[config.mk]
export PLATFORM = sky130hd
export DESIGN_NAME = int_alu_flags
export DESIGN_NICKNAME = d
export VERILOG_FILES = /design/src/rtl/alu_flags_pkg.sv /design/src/rtl/alu_decode.sv /design/src/rtl/alu_logic_unit.sv /design/src/rtl/alu_addsub.sv /design/src/rtl/int_alu_flags.sv
export SDC_FILE = /design/constraint.sdc
export NUM_CORES = 1
export LEC_CHECK = 0
export BUFFER_PORTS_ARGS = -buffer_cell sky130_fd_sc_hd__buf_4
export CAP_MARGIN = 5
export CORE_MARGIN = 4
export CORE_UTILIZATION = 53
export DETAILED_ROUTE_END_ITERATION = 10
export PLACE_DENSITY = 0.79
export SLEW_MARGIN = 10
export SYNTH_ARGS = -nofsm -noshare
export SYNTH_HDL_FRONTEND = slang
export SYNTH_SLANG_ARGS = --single-unit
[constraint.sdc]
create_clock -name clk -period 5.1 [get_ports clk]
set_input_delay 0.255 -clock clk [delete_from_list [all_inputs] [get_ports clk]]
set_output_delay 0.255 -clock clk [all_outputs]
set_load 0.005 [all_outputs]
[src/rtl/alu_flags_pkg.sv]
package alu_flags_pkg;

  localparam int OPC_W = 5;

  typedef enum logic [OPC_W-1:0] {
    OP_AND  = 5'd0,  OP_EOR  = 5'd1,  OP_SUB  = 5'd2,  OP_RSB  = 5'd3,
    OP_ADD  = 5'd4,  OP_ADC  = 5'd5,  OP_SBC  = 5'd6,  OP_RSC  = 5'd7,
    OP_TST  = 5'd8,  OP_TEQ  = 5'd9,  OP_CMP  = 5'd10, OP_CMN  = 5'd11,
    OP_ORR  = 5'd12, OP_ORN  = 5'd13, OP_MOV  = 5'd14, OP_BIC  = 5'd15,
    OP_MVN  = 5'd16, OP_INS  = 5'd17, OP_ADDR = 5'd18
  } alu_op_e;

  // adder first-operand source
  typedef enum logic [1:0] {XS_A, XS_B, XS_PC} xsel_e;
  // adder second-operand source
  typedef enum logic [1:0] {YS_B, YS_NB, YS_NA, YS_OFF} ysel_e;
  // adder carry-in source
  typedef enum logic [1:0] {CI_ZERO, CI_ONE, CI_FLAG, CI_DIR} csel_e;
  // bitwise function
  typedef enum logic [2:0] {
    LF_AND, LF_EOR, LF_ORR, LF_ORN, LF_BIC, LF_MOV, LF_MVN, LF_INS
  } lfn_e;

  typedef struct packed {
    logic  legal;
    logic  writes;
    logic  always_flags;
    logic  take_sum;
    logic  arith_cv;
    xsel_e xs;
    ysel_e ys;
    csel_e cs;
    lfn_e  lf;
  } dec_t;

endpackage

[src/rtl/alu_decode.sv]
module alu_decode
  import alu_flags_pkg::*;
(
  input  logic [OPC_W-1:0] opcode,
  output dec_t             dec
);

  always_comb begin
    dec = '{legal: 1'b1, writes: 1'b1, always_flags: 1'b0, take_sum: 1'b0,
            arith_cv: 1'b0, xs: XS_A, ys: YS_B, cs: CI_ZERO, lf: LF_AND};
    case (opcode)
      OP_AND:  dec.lf = LF_AND;
      OP_EOR:  dec.lf = LF_EOR;
      OP_ORR:  dec.lf = LF_ORR;
      OP_ORN:  dec.lf = LF_ORN;
      OP_BIC:  dec.lf = LF_BIC;
      OP_MOV:  dec.lf = LF_MOV;
      OP_MVN:  dec.lf = LF_MVN;
      OP_INS:  dec.lf = LF_INS;
      OP_TST: begin dec.lf = LF_AND; dec.writes = 1'b0; dec.always_flags = 1'b1; end
      OP_TEQ: begin dec.lf = LF_EOR; dec.writes = 1'b0; dec.always_flags = 1'b1; end
      OP_ADD: begin dec.take_sum = 1'b1; dec.arith_cv = 1'b1; end
      OP_ADC: begin dec.take_sum = 1'b1; dec.arith_cv = 1'b1; dec.cs = CI_FLAG; end
      OP_SUB: begin dec.take_sum = 1'b1; dec.arith_cv = 1'b1; dec.ys = YS_NB; dec.cs = CI_ONE; end
      OP_SBC: begin dec.take_sum = 1'b1; dec.arith_cv = 1'b1; dec.ys = YS_NB; dec.cs = CI_FLAG; end
      OP_RSB: begin
        dec.take_sum = 1'b1; dec.arith_cv = 1'b1;
        dec.xs = XS_B; dec.ys = YS_NA; dec.cs = CI_ONE;
      end
      OP_RSC: begin
        dec.take_sum = 1'b1; dec.arith_cv = 1'b1;
        dec.xs = XS_B; dec.ys = YS_NA; dec.cs = CI_FLAG;
      end
      OP_CMP: begin
        dec.take_sum = 1'b1; dec.arith_cv = 1'b1; dec.ys = YS_NB; dec.cs = CI_ONE;
        dec.writes = 1'b0; dec.always_flags = 1'b1;
      end
      OP_CMN: begin
        dec.take_sum = 1'b1; dec.arith_cv = 1'b1;
        dec.writes = 1'b0; dec.always_flags = 1'b1;
      end
      OP_ADDR: begin
        dec.take_sum = 1'b1; dec.xs = XS_PC; dec.ys = YS_OFF; dec.cs = CI_DIR;
      end
      default: begin dec.legal = 1'b0; dec.writes = 1'b0; end
    endcase
  end

endmodule

[src/rtl/alu_logic_unit.sv]
module alu_logic_unit
  import alu_flags_pkg::*;
#(
  parameter int W = 32
) (
  input  lfn_e         fn,
  input  logic [W-1:0] a,
  input  logic [W-1:0] b,
  output logic [W-1:0] y
);

  localparam int HALF = W / 2;

  always_comb begin
    case (fn)
      LF_AND:  y = a & b;
      LF_EOR:  y = a ^ b;
      LF_ORR:  y = a | b;
      LF_ORN:  y = a | ~b;
      LF_BIC:  y = a & ~b;
      LF_MOV:  y = b;
      LF_MVN:  y = ~b;
      LF_INS:  y = {b[HALF-1:0], a[HALF-1:0]};
      default: y = '0;
    endcase
  end

endmodule

[src/rtl/alu_addsub.sv]
module alu_addsub #(
  parameter int W = 32
) (
  input  logic [W-1:0] x,
  input  logic [W-1:0] y,
  input  logic         cin,
  output logic [W-1:0] sum,
  output logic         cout,
  output logic         ovf
);

  logic [W:0] wide;

  always_comb begin
    wide = {1'b0, x} + {1'b0, y} + {{W{1'b0}}, cin};
    sum  = wide[W-1:0];
    cout = wide[W];
    ovf  = (x[W-1] == y[W-1]) && (wide[W-1] != x[W-1]);
  end

endmodule

[src/rtl/int_alu_flags.sv]
module int_alu_flags
  import alu_flags_pkg::*;
#(
  parameter int W     = 32,
  parameter int ALIGN = 2
) (
  input  logic             clk,
  input  logic             rst,
  input  logic [OPC_W-1:0] opcode,
  input  logic [W-1:0]     op_a,
  input  logic [W-1:0]     op_b,
  input  logic             set_flags,
  input  logic             addr_up,
  input  logic             shift_carry,
  input  logic             flag_n_in,
  input  logic             flag_z_in,
  input  logic             flag_c_in,
  input  logic             flag_v_in,
  output logic [W-1:0]     result,
  output logic             wr_en,
  output logic             flag_n,
  output logic             flag_z,
  output logic             flag_c,
  output logic             flag_v
);

  localparam int MSB = W - 1;
  localparam logic [W-1:0] ALIGN_MASK = ~((W'(1) << ALIGN) - W'(1));

  dec_t         dec;
  logic [W-1:0] add_x, add_y, add_sum, lu_res, op_val;
  logic         add_cin, add_cout, add_ovf, upd;
  logic [W-1:0] res_d;
  logic         we_d, n_d, z_d, c_d, v_d;

  alu_decode u_dec (
    .opcode (opcode),
    .dec    (dec)
  );

  always_comb begin
    case (dec.xs)
      XS_B:    add_x = op_b;
      XS_PC:   add_x = op_a & ALIGN_MASK;
      default: add_x = op_a;
    endcase
    case (dec.ys)
      YS_NB:   add_y = ~op_b;
      YS_NA:   add_y = ~op_a;
      YS_OFF:  add_y = addr_up ? op_b : ~op_b;
      default: add_y = op_b;
    endcase
    case (dec.cs)
      CI_ONE:  add_cin = 1'b1;
      CI_FLAG: add_cin = flag_c_in;
      CI_DIR:  add_cin = ~addr_up;
      default: add_cin = 1'b0;
    endcase
  end

  alu_addsub #(.W(W)) u_add (
    .x    (add_x),
    .y    (add_y),
    .cin  (add_cin),
    .sum  (add_sum),
    .cout (add_cout),
    .ovf  (add_ovf)
  );

  alu_logic_unit #(.W(W)) u_lu (
    .fn (dec.lf),
    .a  (op_a),
    .b  (op_b),
    .y  (lu_res)
  );

  always_comb begin
    op_val = dec.take_sum ? add_sum : lu_res;
    upd    = dec.legal && (set_flags || dec.always_flags);
    res_d  = dec.legal ? op_val : '0;
    we_d   = dec.writes;
    n_d    = flag_n_in;
    z_d    = flag_z_in;
    c_d    = flag_c_in;
    v_d    = flag_v_in;
    if (upd) begin
      n_d = op_val[MSB];
      z_d = (op_val == '0);
      c_d = dec.arith_cv ? add_cout : shift_carry;
      v_d = dec.arith_cv ? add_ovf : flag_v_in;
    end
  end

  always_ff @(posedge clk) begin
    if (rst) begin
      result <= '0;
      wr_en  <= 1'b0;
      flag_n <= 1'b0;
      flag_z <= 1'b0;
      flag_c <= 1'b0;
      flag_v <= 1'b0;
    end else begin
      result <= res_d;
      wr_en  <= we_d;
      flag_n <= n_d;
      flag_z <= z_d;
      flag_c <= c_d;
      flag_v <= v_d;
    end
  end

endmodule

After elaboration in Yosys (flattened, before gate mapping)
Index checks and enable logic that the tools add are counted.
Storage, ports and cells
  bits in registers: 37
  bits of input ports: 78
  output and inout port bits: 37
  word-level logic and storage cells: 90
Cells by class
  add/sub/neg operators: 2
  equality and inequality tests: 35
  muxes and demuxes: 21
  bitwise logic cells: 9
  reductions and logical operators: 17
Operators with widths (count)
  32-bit one-hot mux with 8 select lines: 1
  32-bit one-hot mux with 3 select lines: 1
  32-bit AND: 2
  32-bit two-way mux: 2
  32-bit NOT: 2
  32-bit OR: 2
  32-bit one-hot mux with 2 select lines: 1
  5-bit by 4-bit equality test with 1-bit output (second input constant): 8
  32-bit by 32-bit adder with 33-bit output: 1
  33-bit by 1-bit adder with 33-bit output: 1
  32-bit logical NOT: 1
  32-bit XOR: 1
  3-bit one-hot mux with 7 select lines: 1
  5-bit by 3-bit equality test with 1-bit output (second input constant): 4
  19-bit OR reduction: 1
  5-bit equality test (second input constant): 3
  15-bit OR reduction: 1
  3-bit equality test (second input constant): 4
  2-bit one-hot mux with 3 select lines: 2
  1-bit two-way mux: 11
  2-bit equality test (second input constant): 5
  5-bit by 2-bit equality test with 1-bit output (second input constant): 2
  3-bit OR reduction: 3
  9-bit OR reduction: 1
  16 further kinds: 23

Depth between registers and ports, before layout
  depth in word-level cells: 11
  gate-level depth with buffers: 27
  gate-level depth less buffers: 22

Hierarchy
A second synthesis with hierarchy kept.
Second synthesis, totals
  cell total of the unflattened synthesis: 918
  area, all modules: 6980.4 sq um
By module, submodules not included
  int_alu_flags: times used 1, cells each 320, area each 2567.5 sq um, seq. area each 740.7 sq um
  alu_logic_unit: times used 1, cells each 317, area each 2429.8 sq um, seq. area each 0.0 sq um
  alu_addsub: times used 1, cells each 239, area each 1730.4 sq um, seq. area each 0.0 sq um
  alu_decode: times used 1, cells each 42, area each 252.7 sq um, seq. area each 0.0 sq um

Worst setup path before layout
No wires, ideal clock.
  kind: input-to-reg
  start point: input opcode[1]
  end point: register flag_z
  setup time: 93 ps
  data arrival time: 5122 ps
  required time: 5007 ps
  setup slack: -115 ps
  cell stages on the path: 27
  buffers on the path: 5
  cells stage by stage: buf_2 buf_2 clkbuf_1 inv_1 nor2_1 inv_1 ha_1 o221a_2 clkbuf_1 buf_1 xor2_1 nor2_1 a21oi_1 fa_1 inv_1 fa_1 nand2b_1 a21o_1 a211oi_1 o211ai_1 a31oi_1 or4_1 a311oi_1 o41ai_1 nor4_1 nand4_1 o32ai_1
Between the ends
  longest elaborated chain between the ends: 10
  elaborated cells on any way between the ends: 61
  those cells by class: add/sub (2); eq/ne (33); mux (13); reduce/logical (13)
Ends and longest elaborated chain
  start: declaration: line int_alu_flags.sv:9  | input logic [OPC_W-1:0] opcode,
  5-bit by 2-bit equality test with 1-bit output (tied with other cells): line alu_decode.sv:11  | case (opcode)
  3-bit OR reduction (no source line) / 2-bit OR reduction (equally long branches)
  2-bit one-hot mux with 3 select lines / 2-bit one-hot mux with 2 select lines (equally long branches): line alu_decode.sv:11
  2-bit equality test (tied with other cells): line int_alu_flags.sv:47  | case (dec.ys)
  32-bit one-hot mux with 3 select lines / 32-bit one-hot mux with 2 select lines (equally long branches): line int_alu_flags.sv:47, int_alu_flags.sv:42
  32-bit by 32-bit adder with 33-bit output: line alu_addsub.sv:15  | wide = {1'b0, x} + {1'b0, y} + {{W{1'b0}}, cin};
  33-bit by 1-bit adder with 33-bit output: line alu_addsub.sv:15
  32-bit two-way mux: line int_alu_flags.sv:78  | op_val = dec.take_sum ? add_sum : lu_res;
  32-bit logical NOT: line int_alu_flags.sv:88  | z_d = (op_val == '0);
  1-bit two-way mux *: line int_alu_flags.sv:86  | if (upd) begin
  end signal: assignment: line int_alu_flags.sv:106  | flag_z <= z_d;
  end: declaration: line int_alu_flags.sv:22  | output logic flag_z,
Mark *: on every way between the ends. The rest lies on a longest branch, timed or not.
A chain may end at the register's enable or synchronous reset.

Worst setup path in the final report
  start point: input opcode[2]
  end point: register flag_z
The elaborated chain is that of the path after synthesis.

==> qor.yml <==
status: "finished clean"
synth.area.top_cells: "dfxtp_1 (11%), a21oi_1 (8.0%), nor2_1 (7.4%)"
cp_max_fo: 31
cts_buffers: 5
placement.cell_area_mm2: 0.007660
drt-total-wl_um: 25130
rows: 40
syn_area_mm2: 0.006578
intPower_uw: 933.3
wire_per_inst_um: 20.72
clk_path_buf_depth: 2
switchingPower_uw: 712.1
slew_violations: 0
grt_pass1_vias: 7276
hp-class: "input pin to flop"
crit_slowest_cell: "or4b_1"
p_leak_nw: 3.358
switching_share: 0.4328
vias: 8080
viasPerCell: 6.661
drt_iter0_drc: 1213
nets: 1158
cts_max_level: 2
synth_mux_area_frac: 0.01579
syn_inst: 957
clkSlewWorstSetupHoldPaths_ns: 0.08
hold_depth: 2
io_buffers: 114
seq_area_um2: 740.7
nFillCells: 1119
fin_cells: 1213
syn_nets: 1071
gp_congestion: 0.9827
grt_pass1_wl_um: 38940
ys_warn_count: 0
drv_cap: 0
dr.pass1.iters: 7
whs_ns: 0.1815
grt_remaining_overflow: 0
max_freq_mhz: 202.6
crit_chain: "buf_4 -> or4b_1 -> nor2_2 -> inv_1 -> ha_1 -> o221a_2 -> buf_12 -> xnor2_1 -> nor2_1 -> a21oi_1 -> ha_1 -> o211ai_1 -> o211a_1 -> and4bb_2 -> buf_4 -> nor2_1 -> o21a_1 -> o2111a_1 -> nor3_2 -> nand4bb_1 -> nor4_2 -> nand4_1 -> o32ai_1"
synth.avg_cell_area_um2: 6.873
final_core_util: 0.6531
final_common_cell: "buf_4"
hold_viol: 0
antenna_found_initial: 0
start_util: 0.5453
worst_ep_required_time_ns: 5.29
slowest_delay_ns: 0.56
cts_hold_buf: 0
yosysTopAreaCell: "dfxtp_1"
arrival_ns: 5.12
synth-seq-cells: 37
finalSetupViolCount: 0
ir_drop_mv: 0.1200
synth_cell_type_count: 96
yosys.area_share.simple: 0.2431
cts_root_buf: "clkbuf_16"
synth.top_cell.area_share: 0.1126
async_flop_share: 0
critPathKind: "input pin to flop"
cts.sink_count: 37
tightest_slew_ns: 1.149
drc: 0
fp.dieW_um: 119.4
period_minus_slack_ns: 4.937
cts_tree: "done"
core_mm2: 0.01206
timing.final.crit_share: 0.9680
endpoint_kind: "flop"
synth-compound-area-share: 0.3850
num_antenna_cells: 0
hpwl_um: 18430
final_cell_mix: "buf_4 (165), nor2_1 (128), a21oi_1 (102)"
grt.total_usage: 0.3374
max_slew_margin: 0.2339
final_antenna_net_count: 0
p_comb_frac: 0.601
syn_to_final_growth_pct: 19.76
seqPwrFrac: 0.194
synth-xor-area-share: 0.09055
multi_input_area_mm2: 0.005374
synth_ff_type: "dfxtp_1"
io_pins: 115
synth_edf_count: 0
grt_start_max_net_pins: 63
synthAdderAreaFrac: 0.07076
dieArea_mm2: 0.01426
synth_top_family_by_area: "compound AO/OA/AOI/OAI gates"
p_per_area_mw_per_mm2: 208.9
drive_gt1_frac: 0.2134
start_kind: "input pin"
synth-seq-area-share: 0.1126
p_clk_frac: 0.205
stdcell_area_mm2: 0.007878
place_inst: 1205
die_height_um: 119.4
## power by group through the flow
stage               sequential [mW]  combinational [mW]  clock (mW)
detailed placement            0.325               0.946           0
CTS                           0.319               0.952       0.340
floorplan                     0.328               0.618           0
global placement              0.325               0.940           0
finish                        0.319               0.989       0.338
global route                  0.321                1.07       0.353
## synthesized netlist by cell type (4+ instances only)
| cell type | instances |
|---|---|
| buf_2 | 23 |
| xnor2_1 | 20 |
| o21bai_1 | 4 |
| nand4_1 | 10 |
| a211o_1 | 6 |
| a22oi_1 | 6 |
| inv_1 | 27 |
| o2111ai_1 | 5 |
| a21o_1 | 9 |
| a31oi_1 | 14 |
| a311o_1 | 4 |
| o211a_1 | 4 |
| a21oi_1 | 105 |
| a22o_1 | 31 |
| nor2b_1 | 14 |
| o22ai_1 | 7 |
| nand2_1 | 53 |
| o21ai_0 | 68 |
| and3_1 | 8 |
| o21a_1 | 5 |
| nor3_1 | 16 |
| nor2_1 | 130 |
| a311oi_1 | 6 |
| clkbuf_1 | 48 |
| o211ai_1 | 19 |
| dfxtp_1 | 37 |
| mux2i_1 | 7 |
| buf_1 | 6 |
| and2_1 | 4 |
| ha_1 | 34 |
| o21ai_1 | 4 |
| nand2b_1 | 11 |
| buf_6 | 7 |
| nand3_1 | 28 |
| a221oi_1 | 13 |
| xor2_1 | 48 |
| or3_1 | 6 |
| a211oi_1 | 18 |
## path summary, 6_finish.rpt
kind | start | end | slack, ns
hold / removal | rst | flag_v | 0.18
setup / recovery | opcode[2] | flag_z | 0.16
## logic make-up after synthesis
logic type	after synthesis
AOI/OAI and AO/OA	373
xor gates and xnor gates	68
adders and majority gates	36
buffers and inverters	115
DFF	37
muxes	10
and+or+nand+nor	318
## through the flow
stage	power, mW	setup WS (ns)	TNS (ns)
finish	1.645	0.1634	0
global route	1.741	-0.01949	-0.01949
CTS	1.611	0.05662	0
detailed placement	1.271	-0.2400	-0.2400
global placement	1.265	-0.1306	-0.1306
floorplan	0.9466	0.02547	0
## flip-flops by register name, indices dropped and copies added (netlist names)
| signal | cells |
|---|---|
| flag_c | 1 |
| flag_z | 1 |
| wr_en | 1 |
| flag_n | 1 |
| result | 32 |
| flag_v | 1 |
## critical path, delay by kind of cell
family | cells | cell delay (ns)
xor+xnor | 1 | 0.15
simple gates | 9 | 2.12
compound gates | 7 | 1.47
fa+ha+maj | 2 | 0.57
buf+inv | 4 | 0.52
## area by class of cell
cell class                 instances  area share
clock buffer                       6     0.01763
clock inverter                     2    0.001747
inverter                          27     0.01287
multi-input combinational        805      0.6822
sequential                        37     0.09403
tap                              168     0.02668
timing repair buffer             168      0.1649
## metal layers
layer	wire length, um	track usage	vias to the layer above
met1	10050	0.4597	3657
met3	2865	0.05271	103
met5	0	0	-
met4	1228	0.1539	0
li1	-	-	3727
met2	10980	0.5228	593
## what timing repair did
action / in CTS / in global routing
pin swaps: 0 / 4
setup endpoints to repair: 1 / 3
setup buffers: 0 / 0
resized for setup: 1 / 19
(Power assumes the default switching activity.)
